## config.mk

```make
export PLATFORM = sky130hd
export DESIGN_NAME = wkup_sense
export DESIGN_NICKNAME = d
export VERILOG_FILES = /design/src/rtl/wk_pkg.sv /design/src/rtl/wk_bias_gen.sv /design/src/rtl/wk_pin_chan.sv /design/src/rtl/wk_route.sv /design/src/rtl/wkup_sense.sv
export SDC_FILE = /design/constraint.sdc
export NUM_CORES = 1
export LEC_CHECK = 0
export ABC_AREA = 1
export CAP_MARGIN = 10
export CORE_MARGIN = 5
export CORE_UTILIZATION = 45
export DETAILED_ROUTE_END_ITERATION = 10
export DONT_BUFFER_PORTS = 1
export GPL_TIMING_DRIVEN = 0
export HOLD_SLACK_MARGIN = 0.05
export PLACE_DENSITY_LB_ADDON = 0.3
export SLEW_MARGIN = 20
export SYNTH_ARGS = -nofsm -noshare
export SYNTH_HDL_FRONTEND = slang
export SYNTH_SLANG_ARGS = --single-unit
```

## constraint.sdc

```tcl
create_clock -name clk -period 1.45 [get_ports clk]
set_clock_uncertainty 0.15 [all_clocks]
set_input_delay 0.145 -clock clk [delete_from_list [all_inputs] [get_ports clk]]
set_output_delay 0.145 -clock clk [all_outputs]
set_load 0.1 [all_outputs]
```

## src/rtl/wk_pkg.sv

```systemverilog
package wk_pkg;
  typedef enum logic [1:0] {
    MODE_SLEEP = 2'b00,
    MODE_STBY  = 2'b01,
    MODE_NORM  = 2'b10,
    MODE_PROT  = 2'b11
  } sysmode_t;

  localparam logic [1:0] EDGE_OFF  = 2'b00;
  localparam logic [1:0] EDGE_RISE = 2'b01;
  localparam logic [1:0] EDGE_FALL = 2'b10;
  localparam logic [1:0] EDGE_BOTH = 2'b11;

  function automatic logic edge_hit(input logic [1:0] sel, input logic old_v, input logic new_v);
    logic rise;
    logic fall;
    rise = !old_v && new_v;
    fall = old_v && !new_v;
    case (sel)
      EDGE_RISE: edge_hit = rise;
      EDGE_FALL: edge_hit = fall;
      EDGE_BOTH: edge_hit = rise || fall;
      default:   edge_hit = 1'b0;
    endcase
  endfunction
endpackage

```

## src/rtl/wk_bias_gen.sv

```systemverilog
module wk_bias_gen #(
  parameter int TICKS_PER_MS = 1000,
  parameter int SHORT_MS     = 16,
  parameter int LONG_MS      = 64,
  parameter int SETTLE_MS    = 1
) (
  input  logic clk,
  input  logic rst_n,
  input  logic long_i,
  output logic bias_o,
  output logic strobe_o
);
  localparam int TW = (TICKS_PER_MS > 1) ? $clog2(TICKS_PER_MS) : 1;
  localparam int MW = $clog2(LONG_MS + 1);

  logic [TW-1:0] pre_cnt;
  logic [MW-1:0] ms_cnt;
  logic          ms_tick;
  logic [MW-1:0] last_ms;
  logic [MW-1:0] open_ms;

  assign ms_tick = (pre_cnt == TW'(TICKS_PER_MS - 1));
  assign last_ms = long_i ? MW'(LONG_MS - 1) : MW'(SHORT_MS - 1);
  assign open_ms = long_i ? MW'(LONG_MS - SETTLE_MS) : MW'(SHORT_MS - SETTLE_MS);

  always_ff @(posedge clk or negedge rst_n) begin
    if (!rst_n) begin
      pre_cnt <= '0;
    end else if (ms_tick) begin
      pre_cnt <= '0;
    end else begin
      pre_cnt <= pre_cnt + 1'b1;
    end
  end

  always_ff @(posedge clk or negedge rst_n) begin
    if (!rst_n) begin
      ms_cnt <= '0;
    end else if (ms_tick) begin
      if (ms_cnt >= last_ms) ms_cnt <= '0;
      else                   ms_cnt <= ms_cnt + 1'b1;
    end
  end

  // Window opens SETTLE_MS ticks before the wrap and closes at the wrap.
  assign bias_o   = (ms_cnt >= open_ms);
  assign strobe_o = ms_tick && (ms_cnt >= last_ms);
endmodule

```

## src/rtl/wk_pin_chan.sv

```systemverilog
module wk_pin_chan
  import wk_pkg::*;
(
  input  logic       clk,
  input  logic       rst_n,
  input  logic       pin_i,
  input  logic [1:0] edge_sel_i,
  input  logic       sync_en_i,
  input  logic       strobe_i,
  output logic       event_o,
  output logic       level_o
);
  logic s1, s2;
  logic v1, v2;
  logic ref_lvl;
  logic armed;
  logic take;

  // Two-flop synchroniser with a fill marker so reset values are never sampled.
  always_ff @(posedge clk or negedge rst_n) begin
    if (!rst_n) begin
      s1 <= 1'b0;
      s2 <= 1'b0;
      v1 <= 1'b0;
      v2 <= 1'b0;
    end else begin
      s1 <= pin_i;
      s2 <= s1;
      v1 <= 1'b1;
      v2 <= v1;
    end
  end

  assign take = v2 && (sync_en_i ? strobe_i : 1'b1);

  always_ff @(posedge clk or negedge rst_n) begin
    if (!rst_n) begin
      ref_lvl <= 1'b0;
      armed   <= 1'b0;
    end else if (take) begin
      ref_lvl <= s2;
      armed   <= 1'b1;
    end
  end

  assign event_o = take && armed && edge_hit(edge_sel_i, ref_lvl, s2);
  assign level_o = ref_lvl;
endmodule

```

## src/rtl/wk_route.sv

```systemverilog
module wk_route
  import wk_pkg::*;
#(
  parameter int NPINS = 2
) (
  input  logic             clk,
  input  logic             rst_n,
  input  logic [NPINS-1:0] event_i,
  input  logic [1:0]       mode_i,
  output logic [NPINS-1:0] irq_o,
  output logic             stby_o
);
  sysmode_t mode;
  logic     awake;
  logic     asleep;

  assign mode   = sysmode_t'(mode_i);
  assign awake  = (mode == MODE_STBY) || (mode == MODE_NORM);
  assign asleep = (mode == MODE_SLEEP);

  always_ff @(posedge clk or negedge rst_n) begin
    if (!rst_n) begin
      irq_o  <= '0;
      stby_o <= 1'b0;
    end else begin
      irq_o  <= awake ? event_i : '0;
      stby_o <= asleep && (|event_i);
    end
  end
endmodule

```

## src/rtl/wkup_sense.sv

```systemverilog
module wkup_sense #(
  parameter int NPINS        = 2,
  parameter int TICKS_PER_MS = 1000,
  parameter int SHORT_MS     = 16,
  parameter int LONG_MS      = 64,
  parameter int SETTLE_MS    = 1
) (
  input  logic               clk,
  input  logic               rst_n,
  input  logic [NPINS-1:0]   wake_pin_i,
  input  logic [2*NPINS-1:0] edge_sel_i,
  input  logic [NPINS-1:0]   sync_en_i,
  input  logic               long_period_i,
  input  logic [1:0]         sys_mode_i,
  output logic               bias_en_o,
  output logic [NPINS-1:0]   wake_irq_o,
  output logic               stby_req_o,
  output logic [NPINS-1:0]   level_o
);
  logic             strobe;
  logic [NPINS-1:0] evt;
  logic [NPINS-1:0] lvl;
  logic             any_en;

  wk_bias_gen #(
    .TICKS_PER_MS(TICKS_PER_MS),
    .SHORT_MS    (SHORT_MS),
    .LONG_MS     (LONG_MS),
    .SETTLE_MS   (SETTLE_MS)
  ) u_bias (
    .clk     (clk),
    .rst_n   (rst_n),
    .long_i  (long_period_i),
    .bias_o  (bias_en_o),
    .strobe_o(strobe)
  );

  for (genvar i = 0; i < NPINS; i++) begin : g_pin
    wk_pin_chan u_chan (
      .clk       (clk),
      .rst_n     (rst_n),
      .pin_i     (wake_pin_i[i]),
      .edge_sel_i(edge_sel_i[2*i +: 2]),
      .sync_en_i (sync_en_i[i]),
      .strobe_i  (strobe),
      .event_o   (evt[i]),
      .level_o   (lvl[i])
    );
  end

  wk_route #(.NPINS(NPINS)) u_route (
    .clk    (clk),
    .rst_n  (rst_n),
    .event_i(evt),
    .mode_i (sys_mode_i),
    .irq_o  (wake_irq_o),
    .stby_o (stby_req_o)
  );

  assign any_en  = |edge_sel_i;
  assign level_o = any_en ? lvl : '0;
endmodule

```

# [Word-level counts from Yosys, hierarchy flattened]
# Cells that the tools add are included.
[word_totals] ff_bits=30 input_bits=13 out_inout_bits=6 word_cells=57
[classes] n_addsub=2 n_lt_le_gt_ge=1 n_eq_ne=9 muxes=9 n_reduce_logical=22
[ops] operator="1-bit logical AND" n=12
[ops] operator="10-bit by 1-bit adder with 10-bit output (second input constant)" n=1
[ops] operator="10-bit equality test (second input constant)" n=1
[ops] operator="2-bit equality test (second input constant)" n=5
[ops] operator="10-bit two-way mux" n=1
[ops] operator="7-bit by 1-bit adder with 7-bit output (second input constant)" n=1
[ops] operator="7-bit greater-or-equal comparator" n=1
[ops] operator="7-bit two-way mux" n=1
[ops] operator="2-bit by 1-bit equality test with 1-bit output (second input constant)" n=3
[ops] operator="6-bit two-way mux" n=1
[ops] operator="1-bit one-hot mux with 3 select lines" n=2
[ops] operator="1-bit zero test" n=4
[ops] operator="2-bit two-way mux" n=2
[ops] operator="4-bit OR reduction" n=1
[ops] operator="1-bit logical OR" n=3
[ops] operator="2-bit zero test" n=1
[ops] operator="1-bit two-way mux" n=2
[ops] operator="2-bit OR reduction" n=1

# [Depth between registers and ports, before layout]
# Gate-level depths: netlist (run 1).
[depth] ltp_word=9 depth_mapped=10 mapped_depth_nobuf=10

# [Hierarchy]
# A second synthesis (run 1) with hierarchy kept.
[hier_totals] hier_cells=209 hier_area_um2=1672.9
[by_module_without_submodules] module="wk_bias_gen" n_inst=1 cells_each=134 area_each_um2=1008.5
[by_module_without_submodules] module="wk_pin_chan" n_inst=2 cells_each=28 area_each_um2=259.0
[by_module_without_submodules] module="wk_route" n_inst=1 cells_each=13 area_each_um2=121.4
[by_module_without_submodules] module="wkup_sense" n_inst=1 cells_each=6 area_each_um2=25.0

# [Worst setup path after synthesis (run 1)]
# No wires, ideal clock.
[synth_path] kind="register to output" from="register g_pin[0].u_chan.ref_lvl" to="output port level_o[0]" arrival_ns=1.915 required_time_ns=1.155 setup_slack_ns=-0.760 path_stages_with_launch=3 path_buffers=0 cell_sequence="dfrtp_1 -> inv_1 -> a31oi_1"
[synth_between] elab_chain_len=1
[synth_rtl] element="start, declared" line="wk_pin_chan.sv:15" rtl="logic ref_lvl;"
[synth_rtl] element="start signal, assigned" line="wk_pin_chan.sv:38" rtl="ref_lvl <= 1'b0;"
[synth_rtl] element="start signal, assigned" line="wk_pin_chan.sv:41" rtl="ref_lvl <= s2;"
[synth_rtl] element="2-bit two-way mux" line="wkup_sense.sv:61" rtl="assign level_o = any_en ? lvl : '0;"
[synth_rtl] element="end, declared" line="wkup_sense.sv:18" rtl="output logic [NPINS-1:0] level_o"
# No other way between the ends.

# [Worst setup path after layout (run 1)]
[layout_path] from="register u_bias.ms_cnt[4]" to="register g_pin[1].u_chan.ref_lvl"
[layout_between] elab_chain_len=4
[layout_rtl] element="start, declared" line="wk_bias_gen.sv:17" rtl="logic [MW-1:0] ms_cnt;"
[layout_rtl] element="start signal, assigned" line="wk_bias_gen.sv:41" rtl="else ms_cnt <= ms_cnt + 1'b1;"
[layout_rtl] element="7-bit greater-or-equal comparator"
[layout_rtl] element="net bias_en_o" line="wkup_sense.sv:15" rtl="output logic bias_en_o,"
[layout_rtl] element="1-bit logical AND" line="wk_bias_gen.sv:47" rtl="assign strobe_o = ms_tick && (ms_cnt >= last_ms);"
[layout_rtl] element="1-bit two-way mux" line="wk_pin_chan.sv:34" rtl="assign take = v2 && (sync_en_i ? strobe_i : 1'b1);"
[layout_rtl] element="1-bit logical AND" line="wk_pin_chan.sv:34"
[layout_rtl] element="end signal, assigned" line="wk_pin_chan.sv:38"
[layout_rtl] element="end signal, assigned" line="wk_pin_chan.sv:41"
[layout_rtl] element="end, declared" line="wk_pin_chan.sv:15"
# The timed path passes the listed nets, and every way through them passes these cells.
# A chain may end at the register's enable or synchronous reset.

==> flow_summary.yaml, run 1 <==
global_route:
  grt_pass1_vias: 1309
  track_usage: 0.158
  overflow: 0
  antenna_found_initial: 0
  grt_max_degree: 31
  grt_pass1_wl_mm: 5.42
timing:
  final.period_utilization: 1.27
  grt_setup_unrepaired: "true"
  finalCriticalPeriod_ps: 1850
  tns_ps: -6190
  relSlewSlack: 0.504
  worst_slack_ps: -396
  setup-violations-final: 26
  final-hold-violation-count: 0
  max_freq_mhz: 542
  worst_pin_slew_ps: 745
  report.final.slew_viol_count: 0
logic_synthesis:
  synth_most_common_cell: "dfrtp_1"
  synth.avg_cell_area_um2: 9.00
  syn_nets: 191
  syn_inst: 169
  synth.distinct_cells: 30
  yosysTopAreaCell: "dfrtp_1"
  netlist_area_um2: 1520
  ys.flop_type: "dfrtp_1"
  yosysSeqAreaShare: 0.494
  synth-edff-count: 0
  synthTopCellsByCount: "dfrtp_1 (30), inv_1 (29), nand2_1 (25)"
  async_flop_share: 1.00
  ys_ff_latch: 30
  synthTopCellsByArea: "dfrtp_1 (49%), ha_1 (7.4%), inv_1 (7.2%)"
  yosysWarnings: 0
  synth_top_area_share: 0.494
clock_network:
  cts_tree: "yes"
  clockBufferDepth: 2
  clockRootBuffer: "clkbuf_4"
  numCtsBuffers: 5
  clock_sinks: 30
  h-tree-depth: 2
  clk-insertion-delay-late_ps: 330
  cts.clk_slew.worst_paths_ps: 90
floorplan:
  ioPinCount: 19
  die_w_um: 68.1
  die_area_um2: 4640
  rows: 21
  die_h_um: 68.1
  fp.coreArea_um2: 3310
  start_util: 0.459
power_and_ir_drop:
  p_switching_w: 0.000460
  p_leak_nw: 1.10
  finalPower_w: 0.00173
  p_per_area_nw_per_um2: 769
  p_comb_frac: 0.129
  p_int_w: 0.00127
  switching_share: 0.266
  p_clk_frac: 0.359
  sequentialPowerShare: 0.512
  ir_drop_uv: 334
placed_design:
  pre_cts_slack_ps: -365
  place.gp.congestion: 0.774
  port_buffers: 0
  dp_hpwl_mm: 1.92
  dp.cells: 215
routing:
  wirelength_mm: 3.55
  vias: 1265
  initialDrtViolationCount: 57
  ant_nets: 0
  wl_per_cell_um: 13.8
  first_pass_iters: 4
  avgViaCountPerCell: 4.90
  drc: 0
critical_path:
  critPathBufInv: 0
  crit_path_end_kind: "register"
  max_stage_delay_ps: 440
  critPathLaunchType: "register"
  cp_cell_sequence: "ha_4 > nand2_2 > nor2_2 > nand2_2 > nand2_8 > nand2_8 > a21oi_4 > nand2_1 > o21ai_2"
  arrival_ps: 1950
  crit_type: "reg2reg"
  critPathRequiredTime_ps: 1550
  crit_family: "simple AND/OR/NAND/NOR gates"
  critPathMaxFanout: 6
  cp_slowest_cell: "dfrtp_1"
layout:
  final_cells: 258
  n_antenna_cell: 0
  finish.net_count: 233
  fin_util: 0.678
  drive_gt1_frac: 0.458
  synthToLayoutAreaGrowth_pct: 47.7
job:
  maxCapViolations: 0
min_path:
  hold_class: "in2reg"
outcome:
  failed_checks: "setup timing"
  outcome: "finished, violations left"
==> state kept, by name (all words and copies together), names as in the netlist <==
| register | flops |
|---|---|
| g_pin.u_chan.level_o | 2 |
| g_pin.u_chan.s2 | 2 |
| u_bias.ms_cnt | 7 |
| g_pin.u_chan.s1 | 2 |
| u_bias.pre_cnt | 10 |
| g_pin.u_chan.armed | 2 |
| g_pin.u_chan.v1 | 1 |
| u_route.irq_o | 2 |
| g_pin.u_chan.v2 | 1 |
| u_route.stby_o | 1 |
==> routing by layer <==
metal	track usage	vias to the layer above	part of all wire	routed length, um
met5	0	-	0	0
met4	0.0794	0	0.022	78
met3	0.0361	8	0.036	128
met2	0.282	24	0.53	1890
met1	0.175	612	0.41	1450
li1	-	621	-	-
==> area by class of cell <==
type | count | area, um2
Multi-Input combinational cell | 107 | 906
Fill cell | 245 | 1070
Tap cell | 46 | 57.6
Clock buffer | 8 | 78.8
Sequential cell | 30 | 756
Inverter | 32 | 125
Timing Repair Buffer | 35 | 322
==> power groups by stage <==
stage / Combinational [W] / Sequential (W) / Clock [W]
global placement: 0.000127 / 0.000897 / 0
detailed placement: 0.000137 / 0.000899 / 0
CTS: 0.000209 / 0.000883 / 0.000638
global route: 0.000243 / 0.000886 / 0.000665
finish: 0.000223 / 0.000884 / 0.000620
floorplan: 0.000120 / 0.000896 / 0
==> worst register-to-register path: stages (launching register included) <==
cell and delay, ps:
dfrtp_1 440, ha_4 290, nand2_2 40, nor2_2 90, nand2_2 110, nand2_8 220, nand2_8 100, a21oi_4 190
nand2_1 90, o21ai_2 60
==> path summary, 6_finish.rpt <==
| path | from | slack (ps) | cells after the start | endpoint |
|---|---|---|---|---|
| max | u_bias.ms_cnt[4]$_DFFE_PN0N_ | -400 | 9 | g_pin[1].u_chan.level_o$_DFFE_PN0P_ |
| min reg2reg | g_pin[1].u_chan.v1$_DFF_PN0_ | 210 | 0 | g_pin[1].u_chan.v2$_DFF_PN0_ |
| min in group asynchronous | rst_n | 110 | 2 | u_bias.ms_cnt[3]$_DFFE_PN0N_ |
| min | edge_sel_i[3] | 100 | 5 | u_route.irq_o[1]$_DFF_PN0_ |
| max reg2reg | u_bias.ms_cnt[4]$_DFFE_PN0N_ | -400 | 9 | g_pin[1].u_chan.level_o$_DFFE_PN0P_ |
| max in group asynchronous | rst_n | 870 | 2 | u_route.irq_o[0]$_DFF_PN0_ |
==> placed cells by master, fill, tap and decap left out, types with 2 or more instances in the layout <==
master,instances
ha_2,2
clkbuf_4,5
dfrtp_2,4
a21oi_2,5
nand2_1,13
nand3_1,5
nand2_2,10
ha_1,5
buf_4,18
o21ai_1,3
buf_6,5
nand4_1,3
inv_2,6
nand2_8,2
nor2_4,3
or2_1,2
a21oi_4,2
dlygate4sd3_1,11
nor2_2,6
nor2_1,9
dfrtp_1,26
clkbuf_8,3
inv_4,2
o21ai_2,4
a31oi_4,2
ha_4,2
nor3_2,2
a21oi_1,5
nand2_4,3
inv_1,24
nand3_4,3
nand3_2,4
==> stage by stage <==
step                      instance area (um2)  hold slack [ps]
after floorplan                          1570             -301
after global placement                   1630             -300
after detailed placement                 1640             -300
after CTS                                2020             96.3
after global routing                     2240              105
final                                    2240              105
==> timing repair <==
action / CTS / global route
resized for setup: 28 / 37
setup endpoints to repair: 24 / 25
pin swaps: 8 / 14
setup buffers: 12 / 12
endpoints found under the hold margin: 39 / 0
hold buffers: 12 / 0
==> kinds of logic (layout without fill, tap and decap cells) <==
family,after synthesis,count (layout),share of synthesized area
other cells,1,1,0.00247
compound gates,25,25,0.0979
simple gates,70,70,0.241
xor+xnor,2,2,0.0115
flops,30,30,0.494
buf+inv,32,75,0.0790
fa+ha+maj,9,9,0.0741
No activity file was read; power rests on OpenSTA's default activity.
==> run 2: changes to the inputs <==
Settings changed: SKIP_CTS_REPAIR_TIMING from default to 1, SYNTH_HIERARCHICAL from default to 1.
Clock period 1.45 ns to 1.5 ns, I/O delays scaled along.
==> run 2 against run 1 <==
The run still ends with setup timing left. Critical endpoint is now u_route/stby_o$_DFF_PN0_. Total power grew 2.3%. Clock power shrank 2%. First-iteration DRC count grew 3.5%. Critical path type unchanged. Final cell count grew 10%. Maximum frequency shrank 18%. Combinational power grew 9.9%. Synthesized cell count grew 24%.
==> flow_summary.yaml, run 2 <==
outcome:
  outcome: "finished, violations left"
  failed_checks: "setup timing"
power_and_ir_drop:
  p_switching_w: 0.000490
  ir_drop_uv: 386
  p_comb_frac: 0.138
  p_int_w: 0.00128
  p_per_area_nw_per_um2: 818
  sequentialPowerShare: 0.518
  switching_share: 0.277
  p_leak_nw: 1.10
  p_clk_frac: 0.344
placed_design:
  postPlaceCellArea_um2: 1780
  pre_cts_slack_ps: -791
  place.gp.congestion: 0.796
  dp_hpwl_mm: 2.15
  port_buffers: 0
logic_synthesis:
  ys_ff_latch: 32
  netlist_area_um2: 1670
  ys.flop_type: "dfrtp_1"
  synthTopCellsByCount: "nand2_1 (52), inv_1 (36), dfrtp_1 (32)"
  synthTopCellsByArea: "dfrtp_1 (48%), nand2_1 (12%), inv_1 (8.1%)"
  synth_top_area_share: 0.479
  async_flop_share: 1.00
  yosysTopAreaCell: "dfrtp_1"
  synth.distinct_cells: 21
  synth.avg_cell_area_um2: 8.00
  syn_inst: 209
  yosysSeqAreaShare: 0.479
  syn_nets: 231
  synth-edff-count: 0
  yosysWarnings: 6
  synth_most_common_cell: "nand2_1"
critical_path:
  arrival_ps: 2260
  ff2ff_path_depth: 15
  cp_cell_sequence: "ha_4 > nand2_1 > nor2_2 > nand2_2 > nand3_4 > nand2_2 > inv_2 > inv_2 > nand2_2 > nand2_2 > inv_2 > nand2_2 > nor2_4 > nor2_1 > nor2_1"
  critPathMaxFanout: 5
  crit-reg2reg-launch: "u_bias/ms_cnt[4]$_DFFE_PN0N_"
  crit_path_end_kind: "register"
  rr_endpoint: "u_route/stby_o$_DFF_PN0_"
  critPathBufInv: 3
  rrSetupSlack_ps: -740
  crit_top_cell: "nand2_2"
  critPathRequiredTime_ps: 1520
  max_stage_delay_ps: 440
  crit_type: "reg2reg"
  crit_family: "simple AND/OR/NAND/NOR gates"
  cp_slowest_cell: "dfrtp_2"
  critPathLaunchType: "register"
clock_network:
  cts.clk_slew.worst_paths_ps: 60
  clockBufferDepth: 2
  h-tree-depth: 2
  clk-insertion-delay-late_ps: 280
  numCtsBuffers: 5
  clock_sinks: 32
  clockRootBuffer: "clkbuf_8"
  cts_tree: "yes"
timing:
  final.period_utilization: 1.49
  final-hold-violation-count: 0
  worst_slack_ps: -742
  report.final.slew_viol_count: 0
  setup-violations-final: 17
  finalCriticalPeriod_ps: 2240
  worst_pin_slew_ps: 866
  relSlewSlack: 0.423
  grt_setup_unrepaired: "true"
  max_freq_mhz: 446
layout:
  n_antenna_cell: 0
  regMostFlops: "u_bias/pre_cnt"
  synthToLayoutAreaGrowth_pct: 29.2
  finish.net_count: 259
  largest_reg_flops: 10
  design_area_um2: 2160
  drive_gt1_frac: 0.291
  final_cell_mix: "nand2_1 (42), inv_1 (30), dfrtp_1 (30)"
  final_common_cell: "nand2_1"
  top_regs: "u_bias/pre_cnt x10, u_bias/ms_cnt x7"
  fillers: 337
routing:
  drc: 0
  ant_nets: 0
  avgViaCountPerCell: 4.67
  vias: 1332
  wl_met2_mm: 1.68
  wirelength_mm: 3.37
  first_pass_iters: 4
  wl_per_cell_um: 11.8
  drt-met1-wl_mm: 1.47
  dr_wl_met3_um: 161
  initialDrtViolationCount: 59
  top_layer_used: "met4"
floorplan:
  die_h_um: 71.0
  start_util: 0.460
  rows: 22
  die_w_um: 71.0
  die_area_um2: 5040
  ioPinCount: 19
  fp.coreArea_um2: 3630
min_path:
  hold_depth: 4
  hold_end: "u_route/stby_o$_DFF_PN0_"
  hold_class: "in2reg"
  worstHoldStart: "sys_mode_i[1]"
global_route:
  track_usage: 0.133
  antenna_found_initial: 0
  overflow: 0
  grt_pass1_wl_mm: 5.24
  grt_max_degree: 33
  grt_pass1_vias: 1256
job:
  maxCapViolations: 0
[run 2: worst max path at each step]
stage / end / slack (ps) / startpoint / cells past startpoint
floorplan: u_route/stby_o$_DFF_PN0_ / -580 / u_bias/ms_cnt[4]$_DFFE_PN0N_ / 15
global placement: u_route/stby_o$_DFF_PN0_ / -760 / u_bias/ms_cnt[4]$_DFFE_PN0N_ / 15
detailed placement: u_route/stby_o$_DFF_PN0_ / -790 / u_bias/ms_cnt[4]$_DFFE_PN0N_ / 15
CTS: u_route/stby_o$_DFF_PN0_ / -810 / u_bias/ms_cnt[4]$_DFFE_PN0N_ / 15
global route: u_route/stby_o$_DFF_PN0_ / -840 / u_bias/ms_cnt[4]$_DFFE_PN0N_ / 15
finish: u_route/stby_o$_DFF_PN0_ / -740 / u_bias/ms_cnt[4]$_DFFE_PN0N_ / 15
[run 2: kinds of logic after synthesis]
group,Yosys count,synth area share
and+or+nand+nor,110,0.301
buffers and inverters,40,0.0898
DFF,32,0.479
AOI/OAI and AO/OA,12,0.0374
adders and majority gates,9,0.0673
xor gates and xnor gates,4,0.0209
other,2,0.00449
[run 2: area by class of cell]
type,count,area [um2],area share
Sequential cell,32,803,0.372
Clock inverter,1,5.00,0.00232
Tap cell,48,60.1,0.0278
Inverter,40,150,0.0695
Clock buffer,6,72.6,0.0336
Timing Repair Buffer,21,185,0.0857
Multi-Input combinational cell,137,885,0.409
[run 2: tightest hold or removal path: stages]
cell,delay (ps)
inv_1,20
ha_1,160
inv_1,50
nor2_1,30
[run 2: metrics by stage]
step / utilization / hold WS [ps] / setup TNS (ps) / power [W] / std cells
after floorplan: - / -296 / -4380 / 0.00108 / 209
after global placement: 0.489 / -295 / -6480 / 0.00109 / 257
after detailed placement: 0.489 / -295 / -6610 / 0.00110 / 257
after CTS: 0.511 / -598 / -7590 / 0.00172 / 264
after global routing: 0.595 / 52.2 / -7990 / 0.00186 / 285
final: 0.595 / 23.7 / -6350 / 0.00177 / 285
[run 2: power by group through the flow]
stage / combinational, W / clock (W) / sequential, W
after CTS: 0.000171 / 0.000632 / 0.000915
after floorplan: 0.000153 / 0 / 0.000928
after detailed placement: 0.000171 / 0 / 0.000931
after global routing: 0.000271 / 0.000673 / 0.000916
final: 0.000245 / 0.000608 / 0.000915
after global placement: 0.000164 / 0 / 0.000930
[run 2: metal layers]
| layer | up-vias | track usage |
|---|---|---|
| li1 | 685 | - |
| met1 | 607 | 0.152 |
| met2 | 35 | 0.221 |
| met3 | 5 | 0.0355 |
| met4 | 0 | 0.0814 |
| met5 | - | 0 |
==> run 3: changes to the inputs <==
Settings changed: CORE_MARGIN 5 to 2, PLACE_DENSITY from default to 0.62, PLACE_DENSITY_LB_ADDON 0.3 to default.
==> run 3 against run 2 <==
The flow finishes with violations (hold timing, setup timing). Clock-buffer cell count is the same. Clock power up 11%. Non-clock buffer count is 4 lower. Largest cell class unchanged. Largest power group unchanged. Highest routed layer unchanged.
==> flow_summary.yaml, run 3 (synthesis gave the netlist of run 2 again) <==
outcome:
  outcome: "finished, violations left"
  failed_checks: "hold timing, setup timing"
floorplan:
  rows: 22
  die_w_um: 65.0
  start_util: 0.464
  die_area_um2: 4220
  ioPinCount: 19
  fp.coreArea_um2: 3610
  die_h_um: 65.0
power_and_ir_drop:
  ir_drop_uv: 361
  p_leak_nw: 1.08
  p_per_area_nw_per_um2: 865
placed_design:
  dp.cells: 257
  port_buffers: 0
  pre_cts_slack_ps: -821
  place.gp.congestion: 0.809
  dp_hpwl_mm: 2.02
timing:
  report.final.slew_viol_count: 0
  worst_pin_slew_ps: 871
  finalCriticalPeriod_ps: 2200
  final.period_utilization: 1.46
  setup-violations-final: 16
  relSlewSlack: 0.420
  grt_setup_unrepaired: "true"
  worst_slack_ps: -695
  fin_hold_ws_ps: -4.69
  max_freq_mhz: 456
  tns_ps: -5910
  final-hold-violation-count: 1
routing:
  drc: 0
  first_pass_iters: 4
  avgViaCountPerCell: 4.59
  vias: 1295
  wl_per_cell_um: 10.9
  initialDrtViolationCount: 51
  ant_nets: 0
  wirelength_mm: 3.07
clock_network:
  clockBufferDepth: 2
  cts_tree: "yes"
  clockRootBuffer: "clkbuf_8"
  h-tree-depth: 2
  cts.clk_slew.worst_paths_ps: 70
  clk-insertion-delay-late_ps: 280
  clock_sinks: 32
  numCtsBuffers: 5
critical_path:
  critPathBufInv: 3
  critPathLaunchType: "register"
  critPathRequiredTime_ps: 1530
  cp_slowest_cell: "dfrtp_2"
  crit_path_end_kind: "register"
  max_stage_delay_ps: 430
  arrival_ps: 2220
  crit_top_cell: "nand2_2"
  crit_family: "simple AND/OR/NAND/NOR gates"
  critPathMaxFanout: 5
  crit_type: "reg2reg"
  cp_cell_sequence: "ha_4 > nand2_1 > nor2_1 > nand2_1 > nand3_4 > nand2_2 > inv_2 > inv_2 > nand2_2 > nand2_2 > inv_2 > nand2_2 > nor2_4 > nor2_2 > nor2_1"
layout:
  final_common_cell: "nand2_1"
  n_antenna_cell: 0
  regMostFlops: "u_bias/pre_cnt"
  drive_gt1_frac: 0.261
  synthToLayoutAreaGrowth_pct: 26.0
  final_cells: 282
  final_cell_mix: "nand2_1 (46), inv_1 (31), dfrtp_1 (28)"
  finish.net_count: 255
  largest_reg_flops: 10
  top_regs: "u_bias/pre_cnt x10, u_bias/ms_cnt x7"
job:
  maxCapViolations: 0
global_route:
  grt_pass1_vias: 1189
  grt_pass1_wl_mm: 4.95
  track_usage: 0.156
  overflow: 0
  grt_max_degree: 33
  antenna_found_initial: 0
min_path:
  hold_class: "in2reg"
[run 3: cell types whose count changed in the layout (fill, tap and decap cells not counted), sizes merged]
cell	previous run	this run
buf	15	10
clkinv	2	3
dlygate4sd3	6	7
[run 3: final cells by class]
class	instances	area [um2]
Clock buffer	6	82.6
Clock inverter	2	10.0
Fill cell	324	1500
Inverter	40	150
Multi-Input combinational cell	137	837
Sequential cell	32	806
Tap cell	48	60.1
Timing Repair Buffer	17	161
[run 3: final timing paths]
kind	cells past startpoint	slack, ps	startpoint	to
max	15	-700	u_bias/ms_cnt[5]$_DFFE_PN0N_	u_route/stby_o$_DFF_PN0_
max reg2reg	15	-700	u_bias/ms_cnt[5]$_DFFE_PN0N_	u_route/stby_o$_DFF_PN0_
max in group asynchronous	2	860	rst_n	u_bias/ms_cnt[5]$_DFFE_PN0N_
min in group asynchronous	2	160	rst_n	g_pin[1].u_chan/armed$_DFFE_PN0P_
min reg2reg	0	200	g_pin[0].u_chan/v1$_DFF_PN0_	g_pin[0].u_chan/v2$_DFF_PN0_
min	4	-5	sync_en_i[0]	g_pin[0].u_chan/armed$_DFFE_PN0P_
[run 3: through the flow]
step	area (um2)	utilization	power [W]
after floorplan	1720	-	0.00108
after global placement	1780	0.493	0.00110
after detailed placement	1780	0.493	0.00110
after CTS	1870	0.519	0.00179
after global routing	2110	0.584	0.00192
final	2110	0.584	0.00182
[run 3: metal layers]
| metal | wire length, um | track usage | share of wire | vias to the layer above |
|---|---|---|---|---|
| met2 | 1460 | 0.246 | 0.48 | 21 |
| li1 | - | - | - | 682 |
| met5 | 0 | 0 | 0 | - |
| met1 | 1440 | 0.192 | 0.47 | 588 |
| met4 | 53 | 0.0798 | 0.017 | 0 |
| met3 | 112 | 0.0469 | 0.036 | 4 |
[run 3: worst register-to-register path, delay by kind of cell, from the launching register on]
family	cells	cell delay (ps)
simple gates	11	1110
flops	1	430
fa+ha+maj	1	250
buf+inv	3	140
[run 3: power by group]
part	switching, W	total [W]	internal (W)
Clock	0.000311	0.000677	0.000365
Sequential	0.0000307	0.000914	0.000883
Combinational	0.000158	0.000232	0.0000734
